[config.mk]
export PLATFORM = sky130hd
export DESIGN_NAME = gpio_port
export DESIGN_NICKNAME = d
export VERILOG_FILES = /design/src/rtl/gpio_pkg.sv /design/src/rtl/gpio_sync.sv /design/src/rtl/gpio_regs.sv /design/src/rtl/gpio_pad_ctl.sv /design/src/rtl/gpio_port.sv
export SDC_FILE = /design/constraint.sdc
export NUM_CORES = 1
export LEC_CHECK = 0
export BUFFER_PORTS_ARGS = -buffer_cell sky130_fd_sc_hd__buf_2
export CAP_MARGIN = 20
export CORE_MARGIN = 2
export CORE_UTILIZATION = 35
export CTS_BUF_LIST = sky130_fd_sc_hd__clkbuf_8
export DETAILED_ROUTE_END_ITERATION = 10
export PLACE_DENSITY = 0.65
export SYNTH_ARGS = -nofsm -noshare
export SYNTH_HDL_FRONTEND = slang
export SYNTH_SLANG_ARGS = --single-unit
[constraint.sdc]
create_clock -name clk -period 1.4 [get_ports clk]
set_input_delay 0.07 -clock clk [delete_from_list [all_inputs] [get_ports clk]]
set_output_delay 0.07 -clock clk [all_outputs]
set_load 0.005 [all_outputs]
[src/rtl/gpio_pkg.sv]
package gpio_pkg;
  localparam int ADDR_W = 2;

  typedef enum logic [ADDR_W-1:0] {
    REG_VAL  = 2'd0,
    REG_DIR  = 2'd1,
    REG_SEL  = 2'd2,
    REG_PULL = 2'd3
  } gpio_reg_e;
endpackage

[src/rtl/gpio_sync.sv]
module gpio_sync #(
  parameter int NPINS  = 8,
  parameter int STAGES = 2
) (
  input  logic             clk,
  input  logic             rst,
  input  logic [NPINS-1:0] raw_i,
  output logic [NPINS-1:0] sync_o
);
  logic [NPINS-1:0] chain_q [STAGES];

  always_ff @(posedge clk) begin
    if (rst) begin
      for (int s = 0; s < STAGES; s++) chain_q[s] <= '0;
    end else begin
      chain_q[0] <= raw_i;
      for (int s = 1; s < STAGES; s++) chain_q[s] <= chain_q[s-1];
    end
  end

  assign sync_o = chain_q[STAGES-1];

  // count edges since reset so the delay check never reaches before reset
  logic [1:0] warm_q;
  always_ff @(posedge clk) begin
    if (rst) warm_q <= '0;
    else if (warm_q != 2'd3) warm_q <= warm_q + 2'd1;
  end

  generate
    if (STAGES == 2) begin : g_chk
      p_delay_two_r8: assert property (@(posedge clk) disable iff (rst)
        (warm_q >= 2'd2) |-> (sync_o == $past(raw_i, 2)));
    end
  endgenerate
endmodule

[src/rtl/gpio_regs.sv]
module gpio_regs
  import gpio_pkg::*;
#(
  parameter int NPINS = 8
) (
  input  logic              clk,
  input  logic              rst,
  input  logic              wr_i,
  input  logic              rd_i,
  input  logic [ADDR_W-1:0] addr_i,
  input  logic [NPINS-1:0]  wdata_i,
  input  logic [NPINS-1:0]  pin_sync_i,
  output logic [NPINS-1:0]  rdata_o,
  output logic [NPINS-1:0]  latch_o,
  output logic [NPINS-1:0]  dir_o,
  output logic [NPINS-1:0]  sel_o,
  output logic [NPINS-1:0]  pull_o
);
  logic [NPINS-1:0] latch_q, dir_q, sel_q, pull_q, rdata_q;
  logic [NPINS-1:0] val_view;

  always_ff @(posedge clk) begin
    if (rst) begin
      latch_q <= '1;
      dir_q   <= '1;
      sel_q   <= '0;
      pull_q  <= '0;
    end else if (wr_i) begin
      unique case (gpio_reg_e'(addr_i))
        REG_VAL:  latch_q <= wdata_i;
        REG_DIR:  dir_q   <= wdata_i;
        REG_SEL:  sel_q   <= wdata_i;
        REG_PULL: pull_q  <= wdata_i;
        default:  ;
      endcase
    end
  end

  // inputs show the pad, outputs show the latch
  always_comb val_view = (dir_q & pin_sync_i) | (~dir_q & latch_q);

  always_ff @(posedge clk) begin
    if (rst) rdata_q <= '0;
    else if (rd_i) begin
      unique case (gpio_reg_e'(addr_i))
        REG_VAL:  rdata_q <= val_view;
        REG_DIR:  rdata_q <= dir_q;
        REG_SEL:  rdata_q <= sel_q;
        REG_PULL: rdata_q <= pull_q;
        default:  rdata_q <= '0;
      endcase
    end
  end

  assign rdata_o = rdata_q;
  assign latch_o = latch_q;
  assign dir_o   = dir_q;
  assign sel_o   = sel_q;
  assign pull_o  = pull_q;

  p_reset_dir_r1: assert property (@(posedge clk) disable iff (rst)
    $past(rst) |-> (dir_q == '1 && sel_q == '0 && pull_q == '0));
  p_dir_write_r2: assert property (@(posedge clk) disable iff (rst)
    (wr_i && addr_i == REG_DIR) |=> (dir_q == $past(wdata_i)));
  p_out_reads_latch_r4: assert property (@(posedge clk) disable iff (rst)
    (rd_i && addr_i == REG_VAL) |=> (((rdata_o ^ $past(latch_q)) & ~$past(dir_q)) == '0));
  p_pull_write_r9: assert property (@(posedge clk) disable iff (rst)
    (wr_i && addr_i == REG_PULL) |=> (pull_q == $past(wdata_i)));
endmodule

[src/rtl/gpio_pad_ctl.sv]
module gpio_pad_ctl #(
  parameter int               NPINS   = 8,
  parameter logic [NPINS-1:0] OD_MASK = '0
) (
  input  logic             clk,
  input  logic             rst,
  input  logic [NPINS-1:0] latch_i,
  input  logic [NPINS-1:0] dir_i,
  input  logic [NPINS-1:0] sel_i,
  input  logic [NPINS-1:0] pull_i,
  input  logic [NPINS-1:0] alt_out_i,
  output logic [NPINS-1:0] pad_out_o,
  output logic [NPINS-1:0] pad_oe_o,
  output logic [NPINS-1:0] pad_pu_o
);
  genvar i;
  generate
    for (i = 0; i < NPINS; i++) begin : g_pin
      logic src, out_d, oe_d, out_q, oe_q, pu_q;

      assign src = (sel_i[i] && !dir_i[i]) ? alt_out_i[i] : latch_i[i];

      if (OD_MASK[i]) begin : g_od
        assign out_d = 1'b0;
        assign oe_d  = !dir_i[i] && !src;
      end else begin : g_pp
        assign out_d = src;
        assign oe_d  = !dir_i[i];
      end

      always_ff @(posedge clk) begin
        if (rst) begin
          out_q <= 1'b1;
          oe_q  <= 1'b0;
          pu_q  <= 1'b0;
        end else begin
          out_q <= out_d;
          oe_q  <= oe_d;
          pu_q  <= pull_i[i];
        end
      end

      assign pad_out_o[i] = out_q;
      assign pad_oe_o[i]  = oe_q;
      assign pad_pu_o[i]  = pu_q;

      p_input_floats_r7: assert property (@(posedge clk) disable iff (rst)
        oe_q |-> !$past(dir_i[i]));
      p_od_release_r5: assert property (@(posedge clk) disable iff (rst)
        (OD_MASK[i] && oe_q) |->
          (!out_q && !(($past(sel_i[i]) ? $past(alt_out_i[i]) : $past(latch_i[i])))));
      p_alt_follow_r6: assert property (@(posedge clk) disable iff (rst)
        (!OD_MASK[i] && $past(sel_i[i]) && !$past(dir_i[i])) |-> (out_q == $past(alt_out_i[i])));
    end
  endgenerate
endmodule

[src/rtl/gpio_port.sv]
module gpio_port
  import gpio_pkg::*;
#(
  parameter int               NPINS   = 8,
  parameter int               STAGES  = 2,
  parameter logic [NPINS-1:0] OD_MASK = 8'h80
) (
  input  logic              clk,
  input  logic              rst,
  input  logic              bus_wr,
  input  logic              bus_rd,
  input  logic [ADDR_W-1:0] bus_addr,
  input  logic [NPINS-1:0]  bus_wdata,
  output logic [NPINS-1:0]  bus_rdata,
  input  logic [NPINS-1:0]  pad_in,
  output logic [NPINS-1:0]  pad_out,
  output logic [NPINS-1:0]  pad_oe,
  output logic [NPINS-1:0]  pad_pu,
  input  logic [NPINS-1:0]  alt_out,
  output logic [NPINS-1:0]  alt_in
);
  logic [NPINS-1:0] pin_sync, latch, dir, sel, pull;

  gpio_sync #(.NPINS(NPINS), .STAGES(STAGES)) u_sync (
    .clk(clk), .rst(rst), .raw_i(pad_in), .sync_o(pin_sync)
  );

  gpio_regs #(.NPINS(NPINS)) u_regs (
    .clk(clk), .rst(rst), .wr_i(bus_wr), .rd_i(bus_rd), .addr_i(bus_addr),
    .wdata_i(bus_wdata), .pin_sync_i(pin_sync), .rdata_o(bus_rdata),
    .latch_o(latch), .dir_o(dir), .sel_o(sel), .pull_o(pull)
  );

  gpio_pad_ctl #(.NPINS(NPINS), .OD_MASK(OD_MASK)) u_pad (
    .clk(clk), .rst(rst), .latch_i(latch), .dir_i(dir), .sel_i(sel),
    .pull_i(pull), .alt_out_i(alt_out), .pad_out_o(pad_out),
    .pad_oe_o(pad_oe), .pad_pu_o(pad_pu)
  );

  // peripherals see the retimed pad level whatever the direction
  assign alt_in = pin_sync;

  p_strobes_excl_r2: assert property (@(posedge clk) disable iff (rst)
    !(bus_wr && bus_rd));
endmodule

==> summary.md, run 1 <==
| Metric | Value |
|---|---|
| Crit path DAT | `1.46 ns` |
| Nets | `405` |
| Final Skew | `0.0145 ns` |
| IR drop worst, VDD | `0.000632 V` |
| Initial antenna violation count | `0` |
| Die height | `99.5 µm` |
| WL met3 | `286 µm` |
| Max-cap violations | `0` |
| Worst Hold Depth | `3` |
| Crit path max fanout | `7` |
| Most common cell after layout, fill and taps aside | `dfxtp_1` |
| Initial core utilization | `0.363` |
| Ys Warns | `0` |
| Antenna diode count | `0` |
| Post-synth ARST share | `0` |
| Final period util | `0.862` |
| Seq pwr share | `0.505` |
| Sw frac | `0.234` |
| Core ar. | `8810 µm²` |
| Fin crit period | `1.21 ns` |
| Switching power | `1.12 mW` |
| HP Class | `in -> reg` |
| CTS H-Tree Depth | `3` |
| F_max | `828 MHz` |
| Register area share after synthesis | `0.501` |
| EDFF count, synth | `0` |
| Vias in the first global route | `approximately 2200` |
| Row count | `34` |
| Synthesized area | `3190 µm²` |
| Die area | `9910 µm²` |
| Seq cells post-synth | `80` |
| CTS tree | `done` |
| Final setup vio count | `0` |
| CP Launch Type | `input pin` |
| Top Metal Used | `met4` |
| Clk buf depth | `2` |
| Detail Route met2 WL | `roughly 3200 µm` |
| Vias | `2318` |
| Clock sink total | `80` |
| DR DRC count | `0` |
| PortBufs | `69` |
| Reg2Reg Depth | `3` |
| ANT nets after route | `0` |
| Pin count of the biggest net entering global routing | `50` |
| Worst-Skew Late Latency | `~0.35 ns` |
| Internal | `3.68 mW` |
| Commonest non-fill, non-tap cells in the layout | `dfxtp_1 (80), buf_2 (69), nor2b_1 (48), dlygate4sd3_1 (25), nor2_1 (24)` |
| Layout area overhead | `22.1%` |
| First-pass GRT wire length | `between 10000 and 15000 µm` |
| Final Max Slew Viols | `0` |
| Normalized max-slew margin | `0.644` |
| DR pass1 iterations | `4` |
| Leakage Power | `1.70 nW` |
| Starting DRT DRC Count | `95` |
| Setup TNS | `0 ns` |
| Syn Nets | `about 340` |
| Clk slew on worst S/H paths | `0.09 ns` |
| Mapped Cells | `311` |
| Routed met1 length | `around 3100 µm` |
| PwrDens | `~1200 nW/µm²` |
| Vias per Instance | `4.75` |
| Grt ovf | `0` |
| Final WL | `6750 µm` |
| Root buffer cell | `clkbuf_8` |
| Final hold vios | `0` |
| Unique cell type count in the Yosys netlist | `27` |
| Critical path required time | `around 1.7 ns` |
| Register area | `1600 µm²` |
| Clk network pwr share | `0.399` |
| Filler cells | `862` |
| Layout cells sized above 1 | `0.255` |
| Unrepaired setup endpoints after global routing | `no` |
| Num CTS Buffers | `9` |
| Area occupied by multi-input gates | `1240 µm²` |
| Gates resized, CTS repair | `0` |
| Worst Setup End Kind | `flip-flop` |
| All-Layer GR Usage | `0.144` |
| Slew @ Worst Pin | `0.532 ns` |
| Comb pwr share | `0.095` |
| Die width | `99.5 µm` |
| Dpl hpwl | `between 4000 and 5000 µm` |
| Avg Inst Size Synth | `10.3 µm²` |
| Status | `finished, final reports clean` |
| WL/cell | `about 14 µm` |
| Top_reg_cell synth | `dfxtp_1` |
| Worst Hold Margin | `0.121 ns` |
| Worst Setup Path Type | `in -> reg` |
| Boundary Pins | `70` |
| Final Wtd Congestion | `0.740` |
| Design Power | `between 4 and 5 mW` |
[routing by layer]
metal | vias to the layer above | GRT usage
li1 | 1153 | -
met1 | 1090 | 0.186
met2 | 65 | 0.225
met3 | 10 | 0.0415
met4 | 0 | 0.0632
met5 | - | 0
[cells in the mapped netlist (5+ instances only)]
library cell	n	area [µm²]
nor2_1	24	90.1
o32ai_1	7	61.3
and2_1	8	50.1
nor3b_1	7	52.6
a21o_1	7	52.6
mux2i_1	23	230
inv_1	8	30.0
nor3_1	7	35.0
nor2b_1	48	300
o21a_1	7	52.6
clkbuf_1	9	33.8
a211o_1	23	201
dfxtp_1	80	1600
buf_4	32	240
buf_2	5	25.0
[through the flow]
step                      instance area [µm²]  utilization  setup WS (ns)  std cells
after global placement                   3420        0.389          0.247        447
after detailed placement                 3420        0.389          0.183        447
after CTS                                3900        0.443          0.221        488
after floorplan                          3190            -          0.340        311
final                                    3900        0.443          0.193        488
after global routing                     3900        0.443          0.127        488
[power by group through the flow]
| stage | Clock [mW] | Combinational (mW) | Sequential [mW] |
|---|---|---|---|
| 6_report | 1.92 | 0.458 | 2.43 |
| 5_1_grt | 2.09 | 0.508 | 2.44 |
| 4_1_cts | 1.99 | 0.462 | 2.43 |
| 3_5_place_dp | 0 | 0.406 | 2.48 |
| 3_3_place_gp | 0 | 0.398 | 2.48 |
| 2_1_floorplan | 0 | 0.294 | 2.46 |
[flip-flops by register name (all words and copies together) (netlist names)]
signal / count
u_regs.sel_o: 8
u_pad.g_pin.pu_q: 8
u_sync.chain_q: 16
u_pad.g_pin.out_q: 8
u_regs.dir_o: 8
u_regs.rdata_o: 8
u_regs.latch_o: 8
u_pad.g_pin.oe_q: 8
u_regs.pull_o: 8
[cell families after synthesis]
logic type      Yosys count  share of synthesized area
compound gates           48                      0.124
flops                    80                      0.501
buf+inv                  57                      0.111
mux                      25                     0.0791
simple gates            101                      0.184
[path summary, 6_finish.rpt]
path / startpoint / end / slack, ns
min reg2reg: u_sync.chain_q[0][4] / u_sync.chain_q[0][12] / 0.44
min: bus_rd / u_regs.rdata_o[7] / 0.12
max reg2reg: u_regs.dir_o[7] / u_regs.rdata_o[7] / 0.31
max: rst / u_regs.rdata_o[4] / 0.19
[cell type report]
type,instances,share of cell area
clock inverters,6,0.0231
flip-flops and latches,80,0.411
multi-input cells,174,0.317
inverters,8,0.00770
well taps,108,0.0346
clock buffers,10,0.0353
repair buffers,102,0.171
[critical path: stages]
cell           delay (ns)
dlygate4sd3_1        0.54
buf_2                0.16
nand2b_1             0.34
a21o_1               0.25
o32ai_1              0.10
[timing repair]
| item | in CTS | in global routing |
|---|---|---|
| endpoints found under the hold margin | 38 | 0 |
| hold buffers | 25 | 0 |
| buffers inserted | 0 | 0 |
| setup endpoints to repair | 0 | 0 |
(Power assumes the default switching activity.)
==> inputs of run 2 (changes only) <==
- CORE_UTILIZATION: 35 -> 41
- PLACE_DENSITY: 0.65 -> 0.72
==> run 2 against run 1 <==
  * First-iteration DRC count decreased by 14%
  * Combinational power about the same
  * Non-clock buffer count increased by 1
  * Design area decreased by 1.4%
  * Wire length decreased by 2.0%
  * Sequential share of layout area increased by 0.59 points
==> summary.md, run 2 (same netlist as run 1, synthesis figures left out) <==
| Metric | Value |
|---|---|
| Slew @ Worst Pin | `0.541 ns (was 0.532 ns)` |
| F_max | `850 MHz (was 828 MHz)` |
| Normalized max-slew margin | `0.638 (was 0.644)` |
| CTS tree | `done (unchanged)` |
| Crit path max fanout | `7 (unchanged)` |
| Pre-CTS setup slack | `0.152 ns (was 0.183 ns)` |
| Leakage Power | `1.69 nW (was 1.70 nW)` |
| Vias | `2346 (was 2318)` |
| Initial antenna violation count | `0 (unchanged)` |
| Worst path top cell family by delay | `buffers and inverters (unchanged)` |
| CP Launch Type | `input pin (unchanged)` |
| CP peak stage delay | `0.54 ns (about the same)` |
| Initial core utilization | `0.418 (was 0.363)` |
| DR pass1 iterations | `4 (unchanged)` |
| Antenna diode count | `0 (unchanged)` |
| Filler cells | `716 (was 862)` |
| Worst Hold Depth | `3 (unchanged)` |
| Final Skew | `0.00512 ns (was 0.0145 ns)` |
| Layout area overhead | `20.4% (was 22.1%)` |
| Sw frac | `0.238 (was 0.234)` |
| Final Cell Area | `3840 µm² (was 3900 µm²)` |
| Reg2reg setup slack | `0.28 ns (was 0.31 ns)` |
| Most common cell after layout, fill and taps aside | `dfxtp_1 (unchanged)` |
| CTS H-Tree Depth | `3 (unchanged)` |
| Clk slew on worst S/H paths | `0.07 ns (was 0.09 ns)` |
| Worst Hold Margin | `0.122 ns (was 0.121 ns)` |
| WL/cell | `13.7 µm (was 13.8 µm)` |
| R2R Path End | `u_regs.rdata_o[7] (unchanged)` |
| Crit-path cells | `dlygate4sd3_1 > buf_2 > nand2b_1 > a21o_1 > o32ai_1 (unchanged)` |
| Die area | `8510 µm² (was 9910 µm²)` |
| Crit path DAT | `1.43 ns (was 1.46 ns)` |
| Reg2Reg Depth | `3 (unchanged)` |
| DR DRC count | `0 (unchanged)` |
| Post-layout util | `0.503 (was 0.443)` |
| Fin crit period | `1.18 ns (was 1.21 ns)` |
| Nets | `406 (was 405)` |
| Core ar. | `7650 µm² (was 8810 µm²)` |
| Final setup vio count | `0 (unchanged)` |
| Post-DP Area | `3420 µm² (unchanged)` |
| Die width | `92.3 µm (was 99.5 µm)` |
| Final hold vios | `0 (unchanged)` |
| R2r startpoint | `u_regs.dir_o[7] (unchanged)` |
| PwrDens | `1140 nW/µm² (was 1230 nW/µm²)` |
| Clk network pwr share | `0.341 (was 0.399)` |
| Worst Setup End Kind | `flip-flop (unchanged)` |
| Starting DRT DRC Count | `82 (was 95)` |
| Setup TNS | `0 ns (unchanged)` |
| Boundary Pins | `70 (unchanged)` |
| Worst Setup Slack, final | `0.223 ns (was 0.193 ns)` |
| Die height | `92.3 µm (was 99.5 µm)` |
| Commonest non-fill, non-tap cells in the layout | `dfxtp_1 (80), buf_2 (69), nor2b_1 (48), dlygate4sd3_1 (25), nor2_1 (24) (unchanged)` |
| Dpl hpwl | `4410 µm (was 4500 µm)` |
| Pin count of the biggest net entering global routing | `59 (was 50)` |
| Clk buf depth | `2 (unchanged)` |
| Vias in the first global route | `2236 (was 2215)` |
| Final Max Slew Viols | `0 (unchanged)` |
| Min-delay src | `bus_rd (unchanged)` |
| All-Layer GR Usage | `0.164 (was 0.144)` |
| Gates resized, CTS repair | `0 (unchanged)` |
| Slowest CP cell | `dlygate4sd3_1 (unchanged)` |
| IR drop worst, VDD | `0.000615 V (was 0.000632 V)` |
| Final Wtd Congestion | `0.804 (was 0.740)` |
| Post-CTS Setup Bufs | `0 (unchanged)` |
| ANT nets after route | `0 (unchanged)` |
| Worst Setup Path Type | `in -> reg (unchanged)` |
| PortBufs | `69 (unchanged)` |
| Critical path required time | `1.66 ns (was 1.65 ns)` |
| HP Class | `in -> reg (unchanged)` |
| Internal | `3.34 mW (was 3.68 mW)` |
| Number of flip-flops in the largest register | `16 (unchanged)` |
| Unrepaired setup endpoints after global routing | `no (unchanged)` |
| Row count | `32 (was 34)` |
| Layout cells sized above 1 | `0.253 (was 0.255)` |
| Root buffer cell | `clkbuf_8 (unchanged)` |
| Switching power | `1.04 mW (was 1.12 mW)` |
| Seq pwr share | `0.554 (was 0.505)` |
| Clock sink total | `80 (unchanged)` |
| Reg with most FFs | `u_sync.chain_q (unchanged)` |
| Num CTS Buffers | `9 (unchanged)` |
| Final WL | `6610 µm (was 6750 µm)` |
| Min-Delay Endpoint | `u_regs.rdata_o[7] (unchanged)` |
| First-pass GRT wire length | `10900 µm (about the same)` |
| Status | `finished, final reports clean (unchanged)` |
| Final period util | `0.841 (was 0.862)` |
| Max-cap violations | `0 (unchanged)` |
| Grt ovf | `0 (unchanged)` |
| Worst-Skew Late Latency | `0.35 ns (about the same)` |
| Vias per Instance | `4.87 (was 4.75)` |
| Comb pwr share | `0.105 (was 0.095)` |
| Buf/Inv on CP | `2 (unchanged)` |
-- run 2: through the flow --
step | instances | total power, mW
after detailed placement | 442 | 2.89
after global routing | 482 | 4.60
after CTS | 482 | 4.44
final | 482 | 4.38
after global placement | 442 | 2.88
after floorplan | 311 | 2.76
-- run 2: power by group through the flow --
stage               clock network [mW]  logic, mW  registers (mW)
finish                            1.50      0.460            2.43
CTS                               1.55      0.463            2.43
floorplan                            0      0.294            2.46
detailed placement                   0      0.408            2.48
global placement                     0      0.398            2.48
global route                      1.66      0.507            2.44
-- run 2: worst max path at each step --
stage | start | cells past startpoint | to | slack, ns
after floorplan | bus_addr[0] | 5 | u_regs.latch_o[6] | 0.34
after global placement | bus_addr[0] | 5 | u_regs.pull_o[3] | 0.21
after detailed placement | bus_addr[0] | 5 | u_regs.pull_o[1] | 0.15
after CTS | rst | 5 | u_regs.rdata_o[2] | 0.25
after global routing | rst | 5 | u_regs.rdata_o[6] | 0.15
final | rst | 5 | u_regs.rdata_o[6] | 0.22
-- run 2: routing by layer --
layer | part of all wire | GRT usage
met5 | 0 | 0
met3 | 0.044 | 0.0304
met4 | 0.019 | 0.0808
met1 | 0.47 | 0.220
met2 | 0.46 | 0.255
-- run 2: worst reg2reg max path, cell delays in order, from the launching register on --
cell and delay (ns):
dfxtp_1 0.40, mux2_2 0.35, o2111ai_1 0.17, a21oi_1 0.09
-- run 2: final cells by class --
cell class | instances | area, µm² | area share
Inverter | 8 | 30.0 | 0.00781
Multi-Input combinational cell | 174 | 1240 | 0.322
Tap cell | 102 | 128 | 0.0332
Clock inverter | 4 | 21.3 | 0.00553
Clock buffer | 11 | 151 | 0.0394
Timing Repair Buffer | 103 | 676 | 0.176
Sequential cell | 80 | 1600 | 0.417
-- run 2: timing repair --
action,4_1_cts,5_1_grt
endpoints found under the setup margin,0,0
endpoints found under the hold margin,33,0
hold buffers,25,0
